--- config.mk ---
export PLATFORM = sky130hd
export DESIGN_NAME = pwm_axil_top
export DESIGN_NICKNAME = d
export VERILOG_FILES = /design/src/rtl/pwm_axil_pkg.sv /design/src/rtl/pwm_axil_wr.sv /design/src/rtl/pwm_axil_rd.sv /design/src/rtl/pwm_axil_regs.sv /design/src/rtl/pwm_core.sv /design/src/rtl/pwm_axil_top.sv
export SDC_FILE = /design/constraint.sdc
export NUM_CORES = 1
export LEC_CHECK = 0
export ABC_AREA = 0
export BUFFER_PORTS_ARGS = -buffer_cell sky130_fd_sc_hd__buf_2
export CAP_MARGIN = 20
export CORE_AREA = 5 5 77 79
export CTS_CLUSTER_SIZE = 30
export DETAILED_ROUTE_END_ITERATION = 8
export DIE_AREA = 0 0 82 84
export PLACE_DENSITY = 0.82
export SYNTH_ARGS = -nofsm -noshare
export SYNTH_HDL_FRONTEND = slang
export SYNTH_SLANG_ARGS = --single-unit
--- constraint.sdc ---
create_clock -name aclk -period 3.5 [get_ports aclk]
set_input_delay 0.35 -clock aclk [delete_from_list [all_inputs] [get_ports aclk]]
set_output_delay 0.35 -clock aclk [all_outputs]
set_load 0.02 [all_outputs]
--- src/rtl/pwm_axil_pkg.sv ---
package pwm_axil_pkg;

   typedef enum logic [1:0] {
      RESP_OKAY   = 2'b00,
      RESP_EXOKAY = 2'b01,
      RESP_SLVERR = 2'b10,
      RESP_DECERR = 2'b11
   } axi_resp_e;

   // Word index of each register (byte offset / 4)
   localparam int unsigned IDX_DUTY  = 0;
   localparam int unsigned IDX_COUNT = 1;

   function automatic int lanes_for(input int bits);
      return (bits + 7) / 8;
   endfunction

endpackage

--- src/rtl/pwm_axil_wr.sv ---
module pwm_axil_wr
   import pwm_axil_pkg::*;
#(
   parameter  int ADDR_W = 4,
   parameter  int DATA_W = 32,
   localparam int STRB_W = DATA_W / 8
) (
   input  logic              clk,
   input  logic              rstn,
   input  logic [ADDR_W-1:0] awaddr,
   input  logic              awvalid,
   output logic              awready,
   input  logic [DATA_W-1:0] wdata,
   input  logic [STRB_W-1:0] wstrb,
   input  logic              wvalid,
   output logic              wready,
   output logic [1:0]        bresp,
   output logic              bvalid,
   input  logic              bready,
   output logic              wr_go,
   output logic [ADDR_W-1:0] wr_addr,
   output logic [DATA_W-1:0] wr_data,
   output logic [STRB_W-1:0] wr_strb
);

   logic              aw_got_q, w_got_q, bvalid_q;
   logic [ADDR_W-1:0] aw_addr_q;
   logic [DATA_W-1:0] w_data_q;
   logic [STRB_W-1:0] w_strb_q;
   logic              aw_fire, w_fire, have_aw, have_w;

   assign awready = !aw_got_q && !bvalid_q;
   assign wready  = !w_got_q && !bvalid_q;
   assign aw_fire = awvalid && awready;
   assign w_fire  = wvalid && wready;
   assign have_aw = aw_got_q || aw_fire;
   assign have_w  = w_got_q || w_fire;
   assign wr_go   = have_aw && have_w;

   assign wr_addr = aw_got_q ? aw_addr_q : awaddr;
   assign wr_data = w_got_q ? w_data_q : wdata;
   assign wr_strb = w_got_q ? w_strb_q : wstrb;

   assign bvalid = bvalid_q;
   assign bresp  = RESP_OKAY;

   always_ff @(posedge clk) begin
      if (!rstn) begin
         aw_got_q  <= 1'b0;
         w_got_q   <= 1'b0;
         bvalid_q  <= 1'b0;
         aw_addr_q <= '0;
         w_data_q  <= '0;
         w_strb_q  <= '0;
      end else begin
         if (bvalid_q && bready) bvalid_q <= 1'b0;
         if (wr_go) begin
            aw_got_q <= 1'b0;
            w_got_q  <= 1'b0;
            bvalid_q <= 1'b1;
         end else begin
            if (aw_fire) begin
               aw_got_q  <= 1'b1;
               aw_addr_q <= awaddr;
            end
            if (w_fire) begin
               w_got_q  <= 1'b1;
               w_data_q <= wdata;
               w_strb_q <= wstrb;
            end
         end
      end
   end

endmodule

--- src/rtl/pwm_axil_rd.sv ---
module pwm_axil_rd
   import pwm_axil_pkg::*;
#(
   parameter int ADDR_W = 4,
   parameter int DATA_W = 32
) (
   input  logic              clk,
   input  logic              rstn,
   input  logic [ADDR_W-1:0] araddr,
   input  logic              arvalid,
   output logic              arready,
   output logic [DATA_W-1:0] rdata,
   output logic [1:0]        rresp,
   output logic              rvalid,
   input  logic              rready,
   output logic [ADDR_W-1:0] rd_addr,
   input  logic [DATA_W-1:0] rd_word
);

   logic              rvalid_q;
   logic [DATA_W-1:0] rdata_q;
   logic              ar_fire;

   assign arready = !rvalid_q;
   assign ar_fire = arvalid && arready;
   assign rd_addr = araddr;
   assign rvalid  = rvalid_q;
   assign rdata   = rdata_q;
   assign rresp   = RESP_OKAY;

   always_ff @(posedge clk) begin
      if (!rstn) begin
         rvalid_q <= 1'b0;
         rdata_q  <= '0;
      end else begin
         if (rvalid_q && rready) rvalid_q <= 1'b0;
         if (ar_fire) begin
            rvalid_q <= 1'b1;
            rdata_q  <= rd_word;
         end
      end
   end

endmodule

--- src/rtl/pwm_axil_regs.sv ---
module pwm_axil_regs
   import pwm_axil_pkg::*;
#(
   parameter  int ADDR_W = 4,
   parameter  int DATA_W = 32,
   parameter  int CNT_W  = 8,
   localparam int DUTY_W = CNT_W + 1,
   localparam int STRB_W = DATA_W / 8,
   localparam int IDX_W  = ADDR_W - 2
) (
   input  logic              clk,
   input  logic              rstn,
   input  logic              wr_go,
   input  logic [ADDR_W-1:0] wr_addr,
   input  logic [DATA_W-1:0] wr_data,
   input  logic [STRB_W-1:0] wr_strb,
   input  logic [ADDR_W-1:0] rd_addr,
   input  logic [CNT_W-1:0]  cnt,
   output logic [DUTY_W-1:0] duty,
   output logic [DATA_W-1:0] rd_word
);

   logic [DUTY_W-1:0] duty_q, duty_d;
   logic              sel_duty;
   logic [IDX_W-1:0]  wr_idx, rd_idx;
   logic              unused_bits;

   assign wr_idx   = wr_addr[ADDR_W-1:2];
   assign rd_idx   = rd_addr[ADDR_W-1:2];
   assign sel_duty = wr_go && (wr_idx == IDX_W'(IDX_DUTY));

   // Per-bit merge under the byte strobe that covers each bit
   always_comb begin
      for (int i = 0; i < DUTY_W; i++) begin
         duty_d[i] = (sel_duty && wr_strb[i / 8]) ? wr_data[i] : duty_q[i];
      end
   end

   always_ff @(posedge clk) begin
      if (!rstn) duty_q <= '0;
      else       duty_q <= duty_d;
   end

   assign duty = duty_q;

   always_comb begin
      rd_word = '0;
      if (rd_idx == IDX_W'(IDX_DUTY))       rd_word[DUTY_W-1:0] = duty_q;
      else if (rd_idx == IDX_W'(IDX_COUNT)) rd_word[CNT_W-1:0]  = cnt;
   end

   assign unused_bits = ^{wr_data, wr_addr[1:0], rd_addr[1:0], wr_strb};

endmodule

--- src/rtl/pwm_core.sv ---
module pwm_core #(
   parameter  int CNT_W   = 8,
   parameter  bit REG_OUT = 1'b0,
   localparam int DUTY_W  = CNT_W + 1
) (
   input  logic              clk,
   input  logic              rstn,
   input  logic              en,
   input  logic [DUTY_W-1:0] duty_staged,
   output logic [CNT_W-1:0]  cnt,
   output logic [DUTY_W-1:0] duty_act,
   output logic              wrap_pulse,
   output logic              pwm
);

   localparam logic [CNT_W-1:0] CNT_TOP = {CNT_W{1'b1}};

   logic [CNT_W-1:0]  cnt_q;
   logic [DUTY_W-1:0] act_q;
   logic              pulse_q;
   logic              wrap;
   logic              below;

   assign wrap = en && (cnt_q == CNT_TOP);

   always_ff @(posedge clk) begin
      if (!rstn) begin
         cnt_q   <= '0;
         act_q   <= '0;
         pulse_q <= 1'b0;
      end else begin
         pulse_q <= wrap;
         if (en) cnt_q <= cnt_q + 1'b1;
         if (wrap) act_q <= duty_staged;
      end
   end

   assign below = ({1'b0, cnt_q} < act_q);

   generate
      if (REG_OUT) begin : g_reg_out
         logic pwm_q;
         always_ff @(posedge clk) begin
            if (!rstn) pwm_q <= 1'b0;
            else       pwm_q <= below;
         end
         assign pwm = pwm_q;
      end else begin : g_comb_out
         assign pwm = below;
      end
   endgenerate

   assign cnt        = cnt_q;
   assign duty_act   = act_q;
   assign wrap_pulse = pulse_q;

endmodule

--- src/rtl/pwm_axil_top.sv ---
module pwm_axil_top
   import pwm_axil_pkg::*;
#(
   parameter  int ADDR_W  = 4,
   parameter  int DATA_W  = 32,
   parameter  int CNT_W   = 8,
   parameter  bit REG_OUT = 1'b0,
   localparam int DUTY_W  = CNT_W + 1,
   localparam int STRB_W  = DATA_W / 8
) (
   input  logic              aclk,
   input  logic              aresetn,
   input  logic [ADDR_W-1:0] awaddr,
   input  logic              awvalid,
   output logic              awready,
   input  logic [DATA_W-1:0] wdata,
   input  logic [STRB_W-1:0] wstrb,
   input  logic              wvalid,
   output logic              wready,
   output logic [1:0]        bresp,
   output logic              bvalid,
   input  logic              bready,
   input  logic [ADDR_W-1:0] araddr,
   input  logic              arvalid,
   output logic              arready,
   output logic [DATA_W-1:0] rdata,
   output logic [1:0]        rresp,
   output logic              rvalid,
   input  logic              rready,
   input  logic              pwm_en,
   output logic              pwm_out,
   output logic              irq
);

   initial begin : p_cfg
      assert (CNT_W >= 2 && CNT_W <= 16) else $fatal(1, "CNT_W out of range");
      assert (DATA_W == 32 || DATA_W == 64) else $fatal(1, "DATA_W must be 32 or 64");
      assert (ADDR_W >= 3) else $fatal(1, "ADDR_W too small for two registers");
      assert (lanes_for(DUTY_W) <= STRB_W) else $fatal(1, "duty wider than bus");
   end

   logic              wr_go;
   logic [ADDR_W-1:0] wr_addr, rd_addr;
   logic [DATA_W-1:0] wr_data, rd_word;
   logic [STRB_W-1:0] wr_strb;
   logic [CNT_W-1:0]  cnt_w;
   logic [DUTY_W-1:0] duty_staged_w, duty_act_w;

   pwm_axil_wr #(.ADDR_W(ADDR_W), .DATA_W(DATA_W)) u_wr (
      .clk(aclk), .rstn(aresetn),
      .awaddr(awaddr), .awvalid(awvalid), .awready(awready),
      .wdata(wdata), .wstrb(wstrb), .wvalid(wvalid), .wready(wready),
      .bresp(bresp), .bvalid(bvalid), .bready(bready),
      .wr_go(wr_go), .wr_addr(wr_addr), .wr_data(wr_data), .wr_strb(wr_strb)
   );

   pwm_axil_rd #(.ADDR_W(ADDR_W), .DATA_W(DATA_W)) u_rd (
      .clk(aclk), .rstn(aresetn),
      .araddr(araddr), .arvalid(arvalid), .arready(arready),
      .rdata(rdata), .rresp(rresp), .rvalid(rvalid), .rready(rready),
      .rd_addr(rd_addr), .rd_word(rd_word)
   );

   pwm_axil_regs #(.ADDR_W(ADDR_W), .DATA_W(DATA_W), .CNT_W(CNT_W)) u_regs (
      .clk(aclk), .rstn(aresetn),
      .wr_go(wr_go), .wr_addr(wr_addr), .wr_data(wr_data), .wr_strb(wr_strb),
      .rd_addr(rd_addr), .cnt(cnt_w),
      .duty(duty_staged_w), .rd_word(rd_word)
   );

   pwm_core #(.CNT_W(CNT_W), .REG_OUT(REG_OUT)) u_core (
      .clk(aclk), .rstn(aresetn), .en(pwm_en),
      .duty_staged(duty_staged_w),
      .cnt(cnt_w), .duty_act(duty_act_w),
      .wrap_pulse(irq), .pwm(pwm_out)
   );

endmodule

# Word level (Yosys, flattened, before mapping)
# Index checks and enable logic that the tools add are counted.
word_totals:
  romBits: 0
  inputBits: 52
  regBits: 55
  ram_bits: 0
  n_memories: 0
  elab_cells: 54
  latch_bits: 0
  out_inout_bits: 43
classes:
  shifts: 0
  reduce_logical: 25
  bitwise_logic: 2
  n_eq_ne: 2
  n_addsub: 1
  mux: 10
  n_mul: 0
  order_cmp: 1
  div_mod_pow: 0
op_table:
  columns: ["cell", "n"]
  rows:
  - ["$mux W8", 2]
  - ["$logic_and A1 B1 Y1", 12]
  - ["$lt A8 B9 Y1", 1]
  - ["$mux W9", 1]
  - ["$add A8 B1 Y8 const B", 1]
  - ["$eq A8 B8 Y1 const B", 1]
  - ["$mux W1", 5]
  - ["$logic_not A1 Y1", 4]
  - ["$logic_not A2 Y1", 2]
  - ["$mux W4", 1]
  - ["$reduce_and A2 Y1", 2]
  - ["$reduce_bool A2 Y1", 2]
  - ["$eq A2 B1 Y1 const B", 1]
  - ["$logic_or A1 B1 Y1", 2]
  - ["$mux W2", 1]
  - ["$not A1 Y1", 2]
  - ["$reduce_or A2 Y1", 1]

# Depth between registers and ports, before layout
# Gate-level depths: netlist of the first run.
logic_depth:
  ltp_word: 7
  ltp_mapped: 6
  depth_no_buf: 6

# By module
# A second synthesis of the first run with hierarchy kept.
unflattened:
  hier_cells: 581
  area_unflattened_um2: 5283.8
modules_own_cells:
  columns: ["mod", "cells_per_inst", "area_per_inst_um2", "seq_area_each_um2", "instances"]
  rows:
  - ["pwm_axil_wr", 240, 2260.9, 860.8, 1]
  - ["pwm_axil_rd", 151, 1403.8, 660.6, 1]
  - ["pwm_core", 106, 924.6, 360.3, 1]
  - ["pwm_axil_regs", 84, 694.4, 180.2, 1]

# Worst setup path after synthesis of the first run
# Ideal clock, no wire load.
synth_timing:
  path_type: "register -> output"
  from: "register u_core.cnt_q[2], in the netlist u_core.cnt[2]"
  to: "output port pwm_out"
  stages_incl_launch_ff: 6
  t_arrival_ns: 1.428
  path_slack_ns: 1.722
  required_ns: 3.150
  n_path_buf: 0
  cell_sequence: "dfxtp_1 ha_1 a21o_1 a21o_1 a211oi_1 o22a_1"
synth_via:
  elab_chain_cells: 1
synth_rtl:
  columns: ["element", "line_no", "text"]
  rows:
  - ["start: declaration", "pwm_core.sv:18", "logic [CNT_W-1:0] cnt_q;"]
  - ["start signal: assignment", "pwm_core.sv:33", "if (en) cnt_q <= cnt_q + 1'b1;"]
  - ["$lt A8 B9 Y1", "pwm_core.sv:38", "assign below = ({1'b0, cnt_q} < act_q);"]
  - ["end: declaration", "pwm_axil_top.sv:31", "output logic pwm_out,"]
# No other way between the ends.

# Worst setup path after layout of the first run
# Ends and elaborated chain as after synthesis.

==> summary.txt, run 1 <==
Global route
  • Antenna violations before repair: 0
  • Total GRT Usage: 14.7%
  • First-pass GRT wire length: between 7 and 8 mm
  • Vias in the first global route: 1733
  • Total gr overflow: 0
  • Largest net degree at the start of global routing: 62

STA
  • Max Slew Vio Count: 0
  • Worst hold margin: ~0.28 ns
  • Final Setup Violations: 0
  • Setup tns final: 0 ns
  • Clock Skews: 0.00995 ns
  • Worst-Margin Slew: 0.882 ns
  • RSZ-0062 raised after global routing: no
  • Fin. Hold Viols: 0
  • Crit path time final: between 2 and 2.5 ns
  • Normalized max-slew margin: between 40 and 50%
  • Fmax: 430 MHz
  • Period utilization: roughly 67%

Yosys
  • Synth area leaders: dfxtp_1 40%, mux2i_1 13%, buf_4 7.9%
  • Main synth FF type: dfxtp_1
  • Number of synthesized register bits: 53
  • Syn. warnings: 0
  • Post-synth EDFFs: 0
  • Commonest cells post-synth: 53 x dfxtp_1, 41 x nand2_1, 34 x mux2i_1
  • Post-Syn Area: about 2700 sq um
  • Top-area cell type share of the netlist area: around 40%
  • Top-count cell post-synth: dfxtp_1
  • Cells after Synth: 282
  • Syn Area/Cell: 9.42 sq um
  • Synth cell types: 36
  • Seq/Total Area, Yosys: between 30% and 40%
  • Ys async rst share: 0%
  • Synth area leader: dfxtp_1

Critical path
  • Required time of the critical path: ~3.2 ns
  • WP buf/inv: 1
  • Crit path max fanout: 6
  • Critical-path cell list: ha_1 -> a21o_1 -> a21o_1 -> a211oi_1 -> o22a_1 -> buf_2
  • Worst setup EP type: primary output
  • Crit path DAT: roughly 2.0 ns
  • CP peak stage delay: between 0.4 and 0.5 ns
  • Critical path class: register to primary output
  • Family with the most delay on the worst path: compound AO/OA/AOI/OAI gates
  • Critical path's slowest cell: dfxtp_1
  • Critical Path Start Type: register
  • Cell mode on critical path: a21o_1

Placed design
  • Routability cong.: 0.776
  • Placed Area: about 2800 sq um
  • Detail Placement HPWL: between 3 and 4 mm
  • Port buffer count: 38

Floorplanning
  • Core outline area: 5270 sq um
  • Die Height: roughly 84 um
  • Initial Util: 50.4%
  • Die Area: between 6000 and 7000 sq um
  • Top-Level Pins: between 90 and 100
  • Die W: ~82 um
  • FP Rows: 27

Routing
  • Starting DRC count in detailed routing: a little over 90
  • Post-DR vias/cell: approximately 4.8
  • Post-Route WL: between 4 and 5 mm
  • Via count: 1840
  • Drt pass-1 iters: 4
  • Post-route ant nets: 0
  • Avg WL per Cell: roughly 12 um
  • DRC violations left: 0

Final layout
  • Nets@finish: roughly 370
  • Finished Cell Area: between 2000 and 3000 sq um
  • Area Growth Syn to Fin: 7.58%
  • Ratio of cells with drive above 1 in the final layout: between 10% and 20%
  • ANT cells: 0
  • # fillers: roughly 460

Pwr
  • Net switching power figure: roughly 0.00031 W
  • Register share of total power: 55.3%
  • Logic gate share of total power: 14.3%
  • Power density over the cells: 407 nW/um^2
  • Final Power: approximately 0.0012 W
  • Sw Share: between 20% and 30%
  • Internal Power: approximately 0.00085 W
  • Worst VDD drop: about 410 uV
  • Clk pwr share: a little under a third
  • Lkg Pwr: about 1.3 nW

Clock tree
  • Hold Buf Count CTS: 0
  • Root buffer cell: clkbuf_8
  • Num Clock Sinks: 53
  • CTS Buf Count: 5
  • CTS tree: built
  • PostCTS Resize Cnt: 0
  • CTS H-tree depth: 2
  • Setup Buffers After CTS: 0
  • Worst-path clk slew: about 0.09 ns
  • Clk buf depth: 2
  • Clk_lat worst skew: 0.31 ns

Outcome
  • Outcome: finished clean

Run
  • Max-cap violations: 0

Hold path
  • Hold Crit Class: input port to register
==> layer usage <==
layer	global-route usage (%)	share of wire (%)	wire length [um]
met1	18.4	45	2110
met2	24.1	48	2260
met3	3.24	4.7	221
met4	5.89	1.7	78
met5	0	0	0
==> stage by stage <==
step | util, % | setup WS (ns) | instances
6_report | 54.2 | 1.17 | 385
5_1_grt | 54.2 | 1.04 | 385
4_1_cts | 54.2 | 1.12 | 385
3_5_place_dp | 52.4 | 1.46 | 377
3_3_place_gp | 52.4 | 1.48 | 377
2_1_floorplan | - | 1.72 | 308
==> cells in the final DEF, fill, tap and decap left out, types with 2 or more instances in the layout <==
cell type   n
a22oi_1     9
conb_1     27
inv_1       9
mux2i_1    34
nor3_1      4
mux2_2      9
buf_2      38
nand3b_1    2
a21oi_1     3
xor2_1      3
a21boi_0    9
nor2b_2     2
dfxtp_1    53
and2_1      7
or3_1       2
ha_1        8
nor2b_1    15
xnor2_1     3
nand2_1    41
nor2_1      8
nand2b_1    2
clkbuf_8    6
nand4_1     4
a21o_1      3
==> layout make-up <==
class / count / area, sq um / share of cell area [%]
clock inverter: 2 / 13.8 / 0.481
inverter: 9 / 33.8 / 1.18
sequential: 53 / 1060 / 37.1
tap: 72 / 90.1 / 3.15
multi-input combinational: 205 / 1390 / 48.5
clock buffer: 6 / 82.6 / 2.89
timing repair buffer: 38 / 190 / 6.65
==> cell families (layout without fill, tap and decap cells) <==
family | count (synthesis) | count (layout) | share of synthesized area [%]
compound gates | 30 | 30 | 8.43
xor+xnor | 6 | 6 | 1.98
fa+ha+maj | 8 | 8 | 3.77
buf+inv | 50 | 55 | 11.5
flops | 53 | 53 | 39.9
mux | 43 | 43 | 16.6
other cells | 1 | 27 | 0.141
simple gates | 91 | 91 | 17.6
==> path summary, 6_finish.rpt <==
kind	startpoint	to	slack, ns	depth (start not counted)
setup / recovery	u_core.cnt[2]	pwm_out	1.17	6
hold / removal	arvalid	u_rd.rvalid	0.28	2
setup reg to reg	u_wr.w_got_q	u_regs.duty[1]	1.60	3
hold reg to reg	u_core.duty_act[2]	u_core.duty_act[2]	0.46	2
==> registers in the layout, summed over array words and instances (netlist names) <==
register           count
u_core.cnt             8
u_core.duty_act        9
u_core.wrap_pulse      1
u_rd.rdata             9
u_rd.rvalid            1
u_regs.duty            9
u_wr.aw_addr_q         2
u_wr.aw_got_q          1
u_wr.bvalid            1
u_wr.w_data_q          9
u_wr.w_got_q           1
u_wr.w_strb_q          2
==> power by group through the flow <==
| stage | clock, W | combinational [W] | sequential [W] |
|---|---|---|---|
| 2_1_floorplan | 0 | 0.000158 | 0.000651 |
| 3_3_place_gp | 0 | 0.000163 | 0.000657 |
| 3_5_place_dp | 0 | 0.000166 | 0.000658 |
| 4_1_cts | 0.000365 | 0.000167 | 0.000644 |
| 5_1_grt | 0.000393 | 0.000183 | 0.000648 |
| 6_report | 0.000353 | 0.000166 | 0.000644 |
Note: power is estimated with default switching activity, not from simulation.
==> run 2, diff against run 1 <==
- CORE_AREA: 5 5 77 79 -> 5 5 83 85
- DIE_AREA: 0 0 82 84 -> 0 0 88 90
- PLACE_DENSITY: 0.82 -> 0.74
- clock period: 3.5 -> 1.9 ns (I/O delays scaled with it)
==> run 2 against run 1 <==
  * Wire length rose by 3.9%
  * Hold slack lost 0.16 ns
  * The run now ends with setup timing left
  * Critical endpoint unchanged
  * Largest power group unchanged
  * Die area increased by 15%
  * Clock skew shrank 0.0056 ns
  * Sequential power grew 83%
  * Design area rose by 4.5%
  * First-iteration DRC count grew 2.2%
  * Flip-flop and latch count unchanged
  * Cell count up 3.4%
  * Clock power up 120%
==> summary.txt, run 2 (synthesized netlist as in run 1, its figures left out) <==
Outcome
  • Outcome: complete, but fails checks
  • Violated checks: setup timing

Routing
  • WL met1: 2.22 mm (+5.3%)
  • Routed length on met3: 295 um (+33%)
  • Post-route ant nets: 0 (unchanged)
  • DRC violations left: 0 (unchanged)
  • Starting DRC count in detailed routing: 95 (+2.2%)
  • Post-Route WL: 4.85 mm (+3.9%)
  • Post-DR vias/cell: 4.74 (-0.74%)
  • Drt pass-1 iters: 4 (unchanged)
  • DR WL met2: 2.26 mm (about the same)
  • Avg WL per Cell: 12.2 um (+0.46%)
  • DR top layer: met4
  • Via count: 1888 (+2.6%)

Critical path
  • Critical path class: register to primary output
  • WP buf/inv: 2 (+1)
  • Family with the most delay on the worst path: compound AO/OA/AOI/OAI gates
  • Critical-path cell list: inv_2 -> ha_4 -> a21o_1 -> a21o_1 -> a211oi_2 -> o22a_1 -> buf_6
  • Critical Path Start Type: register
  • Reg2reg path depth: 4 (+1)
  • Crit path DAT: 1.72 ns (-0.26 ns)
  • Required time of the critical path: 1.71 ns (-1.44 ns)
  • CP peak stage delay: 0.34 ns (-0.11 ns)
  • Cell mode on critical path: a21o_1
  • Crit path max fanout: 2 (-4)
  • FF-to-FF setup slack: 0.21 ns (-1.39 ns)
  • FF-to-FF End: u_rd.rdata[5]
  • R2R Path Start: u_rd.rvalid
  • Worst setup EP type: primary output
  • Critical path's slowest cell: dfxtp_2

Global route
  • Vias in the first global route: 1825 (+5.3%)
  • Largest net degree at the start of global routing: 34 (-45%)
  • Total gr overflow: 0 (unchanged)
  • Antenna violations before repair: 0 (unchanged)
  • First-pass GRT wire length: 8.49 mm (+8.1%)
  • Total GRT Usage: 13.2% (-1.5 points)

Pwr
  • Power density over the cells: 771 nW/um^2 (+89%)
  • Clk pwr share: 34.3% (+3.9 points)
  • Logic gate share of total power: 14.6% (+0.3 points)
  • Net switching power figure: 0.000586 W (+87%)
  • Worst VDD drop: 491 uV (+20%)
  • Register share of total power: 51.1% (-4.2 points)
  • Internal Power: 0.00172 W (+100%)
  • Sw Share: 25.5% (-1.5 points)
  • Lkg Pwr: 1.36 nW (+4.6%)

Floorplanning
  • Die Area: 7920 sq um (+15%)
  • Initial Util: 43.3% (-7.1 points)
  • Core outline area: 6130 sq um (+16%)
  • FP Rows: 29 (+7.4%)
  • Top-Level Pins: 95 (unchanged)
  • Die W: 88 um (+7.3%)
  • Die Height: 90 um (+7.1%)

Final layout
  • Ratio of cells with drive above 1 in the final layout: 23.1% (+3.9 points)
  • Commonest non-fill, non-tap cell in the layout: dfxtp_1
  • Final Core Density: 48.7% (-5.5 points)
  • Nets@finish: 380 (+2.2%)
  • ANT cells: 0 (unchanged)
  • Area Growth Syn to Fin: 12.4%
  • Commonest non-fill, non-tap cells in the layout: 49 x dfxtp_1, 41 x nand2_1, 37 x buf_2

Placed design
  • Routability cong.: 0.778 (+0.30%)
  • Port buffer count: 38 (unchanged)
  • Detail Placement HPWL: 3.65 mm (+6.2%)

STA
  • Fmax: between 500 and 600 MHz
  • Clock Skews: 0.00431 ns (-0.00565 ns)
  • Normalized max-slew margin: 58.3% (+17 points)
  • Final Setup Violations: 1 (+1)
  • Max Slew Vio Count: 0 (unchanged)
  • RSZ-0062 raised after global routing: yes
  • Final WS setup: -0.00574 ns (-1.18 ns)
  • Crit path time final: ~1.9 ns
  • Fin. Hold Viols: 0 (unchanged)
  • Setup tns final: -0.00574 ns (-0.00574 ns)
  • Worst-Margin Slew: 0.622 ns (-0.260 ns)
  • Period utilization: 100%

Run
  • Max-cap violations: 0 (unchanged)

Clock tree
  • Setup Buffers After CTS: 0 (unchanged)
  • Worst-path clk slew: 0.09 ns (about the same)
  • CTS tree: built
  • Clk_lat worst skew: 0.30 ns (about the same)
  • CTS Buf Count: 5 (unchanged)
  • Clk buf depth: 2 (unchanged)
  • Num Clock Sinks: 53 (unchanged)
  • CTS H-tree depth: 2 (unchanged)
  • Root buffer cell: clkbuf_8

Hold path
  • Hold Crit Class: input port to register
  • Worst hold path cell count: 2 (unchanged)
  • Hold path endpoint: u_rd.rvalid
  • Hold_sp: arvalid
## run 2: layer usage
metal	global-route usage, %	vias to the layer above
met4	3.84	0
met5	0	-
met1	17.4	871
met3	3.29	7
li1	-	963
met2	21.1	47
## run 2: repair_timing
item	in CTS	in global routing
pin swaps	4	2
hold buffers	0	0
setup endpoints to repair	1	1
gates resized for setup	9	0
## run 2: worst reg2reg max path, delay by kind of cell (launching register included)
kind | cells | cell delay (ns)
AOI/OAI and AO/OA | 2 | 0.43
DFF | 1 | 0.35
and+or+nand+nor | 2 | 0.84
## run 2: layout make-up
| cell class | instances | area [sq um] |
|---|---|---|
| Clock buffer | 7 | 86.3 |
| Clock inverter | 1 | 30.0 |
| Fill cell | 606 | 3150 |
| Inverter | 9 | 33.8 |
| Multi-Input combinational cell | 205 | 1410 |
| Sequential cell | 53 | 1070 |
| Tap cell | 77 | 96.3 |
| Timing Repair Buffer | 46 | 269 |
## run 2: worst max path at each step
stage	startpoint	endpoint	slack, ns	depth (start not counted)
5_1_grt	u_core.duty_act[2]	pwm_out	-0.14	7
3_3_place_gp	u_core.duty_act[2]	pwm_out	0.08	7
3_5_place_dp	u_core.duty_act[2]	pwm_out	0.09	7
4_1_cts	u_core.duty_act[2]	pwm_out	-0.04	7
6_report	u_core.duty_act[2]	pwm_out	-0.006	7
2_1_floorplan	u_core.cnt[2]	pwm_out	0.28	5
## run 2: power by group through the flow
stage	Clock, W	Sequential [W]	Combinational, W
2_1_floorplan	0	0.00120	0.000291
3_3_place_gp	0	0.00120	0.000327
3_5_place_dp	0	0.00120	0.000332
4_1_cts	0.000806	0.00118	0.000338
5_1_grt	0.000864	0.00118	0.000372
6_report	0.000789	0.00118	0.000336
## run 2: stage by stage
stage	instance area (sq um)	hold WS (ns)	setup slack (ns)	power [W]	instances
finish	2990	0.120	-0.00574	0.00230	398
global route	2990	0.107	-0.137	0.00242	398
CTS	2990	0.113	-0.0371	0.00232	398
detailed placement	2840	0.436	0.0918	0.00153	390
global placement	2840	0.427	0.0790	0.00153	390
floorplan	2760	0.328	0.282	0.00149	308
